<file path="src/rtl/useq_pkg.sv">
package useq_pkg;
  localparam int UA_W = 5;

  typedef struct packed {
    logic accIn;
    logic accOut;
    logic aluAdd;
    logic irIn;
    logic irOutAddr;
    logic marIn;
    logic mdrIn;
    logic mdrOut;
    logic pcIn;
    logic pcOut;
    logic pcIncr;
    logic memRd;
    logic tempOut;
    logic memWr;
  } ctlStrobes_t;

  localparam int CTL_W = $bits(ctlStrobes_t);

  typedef struct packed {
    ctlStrobes_t       ctl;
    logic              dispatch;
    logic              condSel;
    logic [UA_W-1:0]   nextAddr;
  } uWord_t;
endpackage

</file>
<file path="src/rtl/useq_rom.sv">
module useq_rom
  import useq_pkg::*;
(
  input  logic [UA_W-1:0] addr,
  output uWord_t          word
);
  always_comb begin
    word = '0;
    case (int'(addr))
      // fetch
      0:  begin word.ctl.pcOut = 1'b1; word.ctl.marIn = 1'b1; word.nextAddr = 5'd1; end
      1:  begin word.ctl.memRd = 1'b1; word.ctl.pcIncr = 1'b1; word.nextAddr = 5'd2; end
      2:  begin word.ctl.mdrOut = 1'b1; word.ctl.irIn = 1'b1; word.nextAddr = 5'd3; end
      3:  word.dispatch = 1'b1;
      // load
      16: begin word.ctl.irOutAddr = 1'b1; word.ctl.marIn = 1'b1; word.nextAddr = 5'd17; end
      17: begin word.ctl.memRd = 1'b1; word.nextAddr = 5'd18; end
      18: begin word.ctl.mdrOut = 1'b1; word.ctl.accIn = 1'b1; end
      // add
      20: begin word.ctl.irOutAddr = 1'b1; word.ctl.marIn = 1'b1; word.nextAddr = 5'd21; end
      21: begin word.ctl.memRd = 1'b1; word.nextAddr = 5'd22; end
      22: begin word.ctl.accOut = 1'b1; word.ctl.aluAdd = 1'b1; word.nextAddr = 5'd23; end
      23: begin word.ctl.tempOut = 1'b1; word.ctl.accIn = 1'b1; end
      // store
      24: begin word.ctl.irOutAddr = 1'b1; word.ctl.marIn = 1'b1; word.nextAddr = 5'd25; end
      25: begin word.ctl.accOut = 1'b1; word.ctl.mdrIn = 1'b1; word.nextAddr = 5'd26; end
      26: word.ctl.memWr = 1'b1;
      // branch on zero
      28: begin word.condSel = 1'b1; word.nextAddr = 5'd30; end
      31: begin word.ctl.irOutAddr = 1'b1; word.ctl.pcIn = 1'b1; end
      default: word = '0;
    endcase
  end
endmodule

</file>
<file path="src/rtl/useq_ctrl.sv">
module useq_ctrl
  import useq_pkg::*;
#(
  parameter int OPC_W = 2
) (
  input  logic             clk,
  input  logic             rstN,
  input  logic [OPC_W-1:0] opcode,
  input  logic             accZero,
  output ctlStrobes_t      ctl,
  output logic [UA_W-1:0]  uAddr
);
  localparam int SLOT_W = UA_W - 1 - OPC_W;

  uWord_t          word;
  logic [UA_W-1:0] dispatchAddr;
  logic [UA_W-1:0] nextUAddr;

  useq_rom romI (.addr(uAddr), .word(word));

  assign dispatchAddr = {1'b1, opcode, {SLOT_W{1'b0}}};

  always_comb begin
    if (word.dispatch) nextUAddr = dispatchAddr;
    else nextUAddr = word.nextAddr | {{(UA_W-1){1'b0}}, word.condSel & accZero};
  end

  always_ff @(posedge clk) begin
    if (!rstN) uAddr <= '0;
    else uAddr <= nextUAddr;
  end

  assign ctl = word.ctl;
endmodule

</file>
<file path="src/rtl/acc_datapath.sv">
module acc_datapath
  import useq_pkg::*;
#(
  parameter int DATA_W = 8,
  parameter int OPC_W  = 2
) (
  input  logic                       clk,
  input  logic                       rstN,
  input  ctlStrobes_t                ctl,
  input  logic [DATA_W-1:0]          memRdata,
  output logic [DATA_W-OPC_W-1:0]    memAddr,
  output logic [DATA_W-1:0]          memWdata,
  output logic [OPC_W-1:0]           opcode,
  output logic                       accZero
);
  localparam int ADDR_W = DATA_W - OPC_W;

  logic [ADDR_W-1:0] pc, mar;
  logic [DATA_W-1:0] mdr, ir, acc, temp, bus;

  always_comb begin
    bus = '0;
    if (ctl.pcOut)     bus = {{OPC_W{1'b0}}, pc};
    if (ctl.irOutAddr) bus = {{OPC_W{1'b0}}, ir[ADDR_W-1:0]};
    if (ctl.mdrOut)    bus = mdr;
    if (ctl.accOut)    bus = acc;
    if (ctl.tempOut)   bus = temp;
  end

  always_ff @(posedge clk) begin
    if (!rstN) begin
      pc <= '0; mar <= '0; mdr <= '0; ir <= '0; acc <= '0; temp <= '0;
    end else begin
      if (ctl.marIn) mar <= bus[ADDR_W-1:0];
      if (ctl.pcIn) pc <= bus[ADDR_W-1:0];
      else if (ctl.pcIncr) pc <= pc + 1'b1;
      if (ctl.memRd) mdr <= memRdata;
      else if (ctl.mdrIn) mdr <= bus;
      if (ctl.irIn) ir <= bus;
      if (ctl.accIn) acc <= bus;
      if (ctl.aluAdd) temp <= bus + mdr;
    end
  end

  assign memAddr  = mar;
  assign memWdata = mdr;
  assign opcode   = ir[DATA_W-1:ADDR_W];
  assign accZero  = (acc == '0);
endmodule

</file>
<file path="src/rtl/ucode_seq.sv">
module ucode_seq
  import useq_pkg::*;
#(
  parameter int DATA_W = 8,
  parameter int OPC_W  = 2
) (
  input  logic                     clk,
  input  logic                     rstN,
  input  logic [DATA_W-1:0]        memRdata,
  output logic [DATA_W-OPC_W-1:0]  memAddr,
  output logic                     memRead,
  output logic                     memWrite,
  output logic [DATA_W-1:0]        memWdata,
  output logic [UA_W-1:0]          uAddr,
  output logic [CTL_W-1:0]         ctlBits
);
  ctlStrobes_t      ctl;
  logic [OPC_W-1:0] opcode;
  logic             accZero;

  useq_ctrl #(.OPC_W(OPC_W)) ctrlI (
    .clk(clk), .rstN(rstN), .opcode(opcode), .accZero(accZero),
    .ctl(ctl), .uAddr(uAddr)
  );

  acc_datapath #(.DATA_W(DATA_W), .OPC_W(OPC_W)) dpI (
    .clk(clk), .rstN(rstN), .ctl(ctl), .memRdata(memRdata),
    .memAddr(memAddr), .memWdata(memWdata), .opcode(opcode), .accZero(accZero)
  );

  assign memRead  = ctl.memRd;
  assign memWrite = ctl.memWr;
  assign ctlBits  = ctl;
endmodule

</file>
<file path="config.mk">
export PLATFORM = sky130hd
export DESIGN_NAME = ucode_seq
export DESIGN_NICKNAME = d
export VERILOG_FILES = /design/src/rtl/useq_pkg.sv /design/src/rtl/useq_rom.sv /design/src/rtl/useq_ctrl.sv /design/src/rtl/acc_datapath.sv /design/src/rtl/ucode_seq.sv
export SDC_FILE = /design/constraint.sdc
export NUM_CORES = 1
export LEC_CHECK = 0
export BUFFER_PORTS_ARGS = -buffer_cell sky130_fd_sc_hd__buf_2
export CORE_MARGIN = 10
export CORE_UTILIZATION = 25
export CTS_BUF_LIST = sky130_fd_sc_hd__clkbuf_4 sky130_fd_sc_hd__clkbuf_8
export CTS_CLUSTER_DIAMETER = 60
export DETAILED_ROUTE_END_ITERATION = 7
export HOLD_SLACK_MARGIN = 0.02
export PLACE_DENSITY = 0.46
export SKIP_CTS_REPAIR_TIMING = 1
export SYNTH_ARGS = -nofsm -noshare
export SYNTH_HDL_FRONTEND = slang
export SYNTH_SLANG_ARGS = --single-unit
</file>
<file path="constraint.sdc">
create_clock -name clk -period 3.4 [get_ports clk]
set_input_delay 0 -clock clk [delete_from_list [all_inputs] [get_ports clk]]
set_output_delay 0 -clock clk [all_outputs]
set_load 0.01 [all_outputs]
</file>
# Yosys cells after proc, flatten, opt, wreduce, memory -nomap -nowiden
# Cells that the tools add are included.
# totals
register_bits,49
input_bits,10
output_inout_bits,35
word_cells,66
# classes
eq_ne,15
bitwise,3
n_addsub,2
reduce_logical,11
n_mux,27
# op_table
operator,count
5-bit == test (second input constant),12
5-bit case mux with 11 select lines,1
8-bit 2-to-1 mux,5
6-bit 2-to-1 mux,4
1-bit 2-to-1 mux,16
5-bit by 2-bit == test with 1-bit output (second input constant),2
8-bit adder,1
8-bit logical NOT,1
2-bit OR reduction,4
4-bit OR reduction,2
6-bit by 1-bit adder with 6-bit output (second input constant),1
5-bit by 1-bit == test with 1-bit output (second input constant),1
5-bit logical NOT,1
5-bit 2-to-1 mux,1
5-bit by 1-bit OR with 5-bit output,1
2-bit nonzero test,2
3-bit OR reduction,1
1-bit AND,1
1-bit inverter,1

# Logic depth before layout (Yosys ltp)
# logic_depth
ltp_word,9
ltp_mapped,15
depth_no_buf,14

# By module
# From an unflattened synthesis, not the netlist that was laid out.
# hier_totals
hier_cells,378
hier_area_um2,3052.9
# by_module_without_submodules
mod,seq_area_each_um2,area_per_inst_um2,n_inst,cells_each
acc_datapath,880.8,2537.4,1,307
useq_rom,0.0,337.8,1,56
useq_ctrl,100.1,162.7,1,13
ucode_seq,0.0,15.0,1,2

# Worst setup path before layout
# No wires, ideal clock.
# synth_timing
kind,register -> register
start,reg ctrlI.uAddr[2]
end,reg dpI.temp[6]
n_path_buf,1
setup_ns,0.116
slack_ns,0.094
arrival_time_ns,3.190
required_ns,3.284
stages_incl_launch_ff,12
synth_period_minus_slack_ns,3.306
cell_sequence,dfxtp_1 buf_6 or4b_4 o21a_1 a222oi_1 inv_1 ha_1 nor2b_1 o21ai_0 a21oi_1 or3_1 a41o_1
# synth_via
elab_chain_len,8
word_cells_on_any_way,25
cone_classes,add/sub (1); eq/ne (9); mux (11); reduce/logical (4)
# synth_lines
item,line,text
start: declaration,useq_ctrl.sv:11,output logic [UA_W-1:0] uAddr
start signal: assignment,useq_ctrl.sv:30,else uAddr <= nextUAddr;
5-bit == test or 5-bit logical NOT (tied branches),useq_rom.sv:9,case (int'(addr))
4-bit OR reduction (no line) or 1-bit 2-to-1 mux (tied branches),-,
1-bit 2-to-1 mux or 6-bit 2-to-1 mux (tied branches),"useq_rom.sv:9, acc_datapath.sv:23",
6-bit 2-to-1 mux,acc_datapath.sv:24,"if (ctl.irOutAddr) bus = {{OPC_W{1'b0}}, ir[ADDR_W-1:0]};"
8-bit 2-to-1 mux,acc_datapath.sv:25,if (ctl.mdrOut) bus = mdr;
8-bit 2-to-1 mux,acc_datapath.sv:26,if (ctl.accOut) bus = acc;
8-bit 2-to-1 mux *,acc_datapath.sv:27,if (ctl.tempOut) bus = temp;
net dpI.bus[2],acc_datapath.sv:19,"logic [DATA_W-1:0] mdr, ir, acc, temp, bus;"
8-bit adder *,acc_datapath.sv:41,if (ctl.aluAdd) temp <= bus + mdr;
end signal: assignment,acc_datapath.sv:41,
end: declaration,acc_datapath.sv:19,
# Mark *: on every way through the listed nets, which the timed path passes. The rest lies on a longest branch.
# A chain may end at the register's enable or synchronous reset.

# Final worst setup path
# layout_timing
start,reg ctrlI.uAddr[3]
end,reg dpI.temp[4]
# The elaborated chain is that of the path after synthesis.

==> metrics.yaml <==
status: "finished with violations"
violations: "hold timing"
cts_buffers: 5
rsz0062_at_grt: "false"
syn_area_per_cell_um2: 7.960
cts_root_buf: "clkbuf_8"
final_nets: 419
grt_use_total_pct: 11.25
critPathLaunch: "ctrlI.uAddr[3]"
worst_hold_slack_ns: -0.009016
synthToLayoutAreaGrowth_pct: 18.56
peakVddDrop_mv: 0.1793
cp_max_fo: 12
die_h_um: 126.2
place.gp.congestion: 0.8104
rrSetupSlack_ns: 0.26
max-slew-margin-rel_pct: 50.55
finalCriticalPeriod_ns: 3.142
place_area_um2: 3202
synth-edff-count: 0
fin_cells: 540
clock_latency_ns: 0.31
p_leak_nw: 1.387
fin_area_um2: 3341
htree_levels: 2
muxShareOfSynthArea_pct: 1.554
hp-start: "memRdata[6]"
cp.arrival_ns: 3.33
fmax_mhz: 318.3
post-route-period-util_pct: 92.41
reg2reg_to: "dpI.temp[4]"
slowest_delay_ns: 0.61
post-dp-hpwl_um: 6867
grt_pass1_vias: 2661
synth_top_family_by_area: "compound AO/OA/AOI/OAI gates"
synthSimpleGateAreaFrac_pct: 18.92
grt_antenna_before_repair: 0
clkSinkCount: 49
min_path_cells: 3
crit_path_end_kind: "flop"
fill_cells: 1215
viasPerCell: 5.059
synth_top_area_share_pct: 34.81
yosysUniqueCellTypes: 60
rr_startpoint: "ctrlI.uAddr[3]"
wire_per_inst_um: 16.81
ys_warn_count: 0
synth_xor_xnor_area_share_pct: 1.243
core-area_um2: 10940
vias: 2732
synth_top_area_cell: "dfxtp_1"
overflow: 0
drive_gt1_share_pct: 22.00
fin_skew_ns: 0.008410
ys_top_cells_by_area: "dfxtp_1 35%, o22ai_1 5.1%, nand2_1 4.7%"
finalHoldViolCount: 4
dp_cells: 528
diodes: 0
synth_adder_area_share_pct: 4.707
wirelength_um: 9078
cap_violations: 0
cpMaxStageDelayCell: "or4b_4"
synthArstFlopShare_pct: 0
clock_tree.buffer_depth: 2
cts_tree: "built"
path_cells: "or4b_4 -> clkinv_4 -> nand2_1 -> o2111ai_1 -> o221ai_1 -> inv_1 -> ha_1 -> inv_1 -> fa_1 -> nor2b_1 -> o21ai_1 -> and3_1 -> o21ai_0 -> a21oi_1"
holdCritPathClass: "in -> reg"
initial_utilization_pct: 25.77
ff2ff_path_depth: 14
critPathKind: "reg -> reg"
synth_compound_area_share_pct: 27.80
drt_iter0_drc: 258
setup_viol: 0
rows: 38
grt_max_degree: 35
seq_area_frac_synth_pct: 34.81
synthesis.instances: 354
ys_ff_latch: 49
drt_pre_antenna_iters: 5
cp-start-kind: "flop"
syn-cell-area_um2: 2818
required_ns: 3.59
drv_slew: 0
port_buffers: 44
yosys_most_used_dff: "dfxtp_1"
grt_first_pass_wirelength_um: 14770
min_to: "dpI.memWdata[6]"
die_x_um: 126.2
syn_nets: 374
ios: 45
crit_top_cell: "inv_1"
postRouteAntennaNets: 0
tightest_slew_ns: 0.7391
drc: 0
power_density_nw_per_um2: 556.8
die_area_um2: 15920
setup_tns_ns: 0
clkTransAtPathRegs_ns: 0.10
-- sequential cells by signal, indices dropped and copies added (netlist names) --
signal        flops
dpI.ir            8
dpI.acc           8
ctrlI.uAddr       5
dpI.pc            6
dpI.memAddr       6
dpI.temp          8
dpI.memWdata      8
-- Yosys cell counts (all sizes together) (4+ instances only) --
cell type,number
o21ai,24
dfxtp,49
a211oi,8
o22ai,23
nand2b,5
ha,9
nor2b,4
nand2,35
buf,20
nor4,4
clkbuf,14
inv,29
and3,4
and2,4
nor2,19
xnor2,4
nand3,7
nor3,4
a22oi,9
o221ai,4
a21oi,25
-- how the worst max path moves through the flow --
| stage | cells past startpoint | to |
|---|---|---|
| finish | 14 | dpI.temp[4] |
| detailed placement | 11 | dpI.temp[5] |
| global placement | 10 | dpI.temp[6] |
| floorplan | 11 | dpI.temp[6] |
| global route | 10 | dpI.temp[5] |
| CTS | 11 | dpI.temp[5] |
-- metal layers --
layer	vias up	share of wire (%)	GRT usage, %
li1	1374	-	-
met1	1278	51	16.38
met2	74	42	16.12
met3	6	5.7	2.685
met4	0	0.96	2.612
met5	-	0	0
-- logic make-up (layout without fill, tap and decap cells) --
group | count (synthesis) | count (layout)
xor gates and xnor gates | 4 | 4
DFF | 49 | 49
muxes | 4 | 4
AOI/OAI and AO/OA | 119 | 119
adders and majority gates | 10 | 10
and+or+nand+nor | 104 | 104
buffers and inverters | 64 | 110
-- where the power goes --
part           internal (mW)  switching (mW)  total [mW]
Combinational          0.317           0.447       0.764
Clock                  0.168           0.217       0.385
Sequential             0.638          0.0732       0.711
Total                   1.12           0.737        1.86
-- stage by stage --
| step | utilization (%) | setup slack, ns | total power [mW] |
|---|---|---|---|
| 4_1_cts | 30.18 | 0.06432 | 1.866 |
| 3_3_place_gp | 29.28 | 0.2296 | 1.484 |
| 6_report | 30.55 | 0.2582 | 1.860 |
| 5_1_grt | 30.55 | 0.01993 | 1.996 |
| 3_5_place_dp | 29.28 | 0.09675 | 1.481 |
| 2_1_floorplan | - | 0.09414 | 1.202 |
-- layout by cell type, fill, tap and decap left out, types with 2 or more instances in the layout --
cell and count:
buf_2 44, nand2b_1 5, a222oi_1 3, a21o_1 2
o21ai_0 22, and3_1 4, nand3_1 7, o2111ai_1 3
a211oi_1 7, ha_1 9, nor2b_1 4, o22ai_1 23
nor3_1 4, dfxtp_1 47, a21oi_1 25, dlygate4sd3_1 3
mux2_2 3, clkbuf_8 6, inv_1 28, and2_1 4
buf_4 25, nor2_1 19, xnor2_1 4, dfxtp_2 2
o21ai_1 2, nand4bb_1 2, o21a_1 3, a32oi_1 2
nand3b_1 3, nor4_1 4, a22oi_1 9, nand4_1 3
or3_1 3, o221ai_1 4, nand2_1 35
-- critical path, delay by kind of cell, from the launching register on --
kind                       cells  cell delay (ns)
DFF                            1             0.43
AOI/OAI and AO/OA              5             0.76
and+or+nand+nor                4             0.99
buffers and inverters          3             0.28
adders and majority gates      2             0.58
-- cell type report --
cell class	instances	area, um^2	area share (%)
multi-input combinational	241	1528	45.73
inverter	30	117.6	3.521
sequential	49	983.4	29.44
clock inverter	2	16.27	0.4869
clock buffer	6	82.58	2.472
timing repair buffer	72	437.9	13.11
tap	140	175.2	5.243
Note: power is estimated with default switching activity, not from simulation.
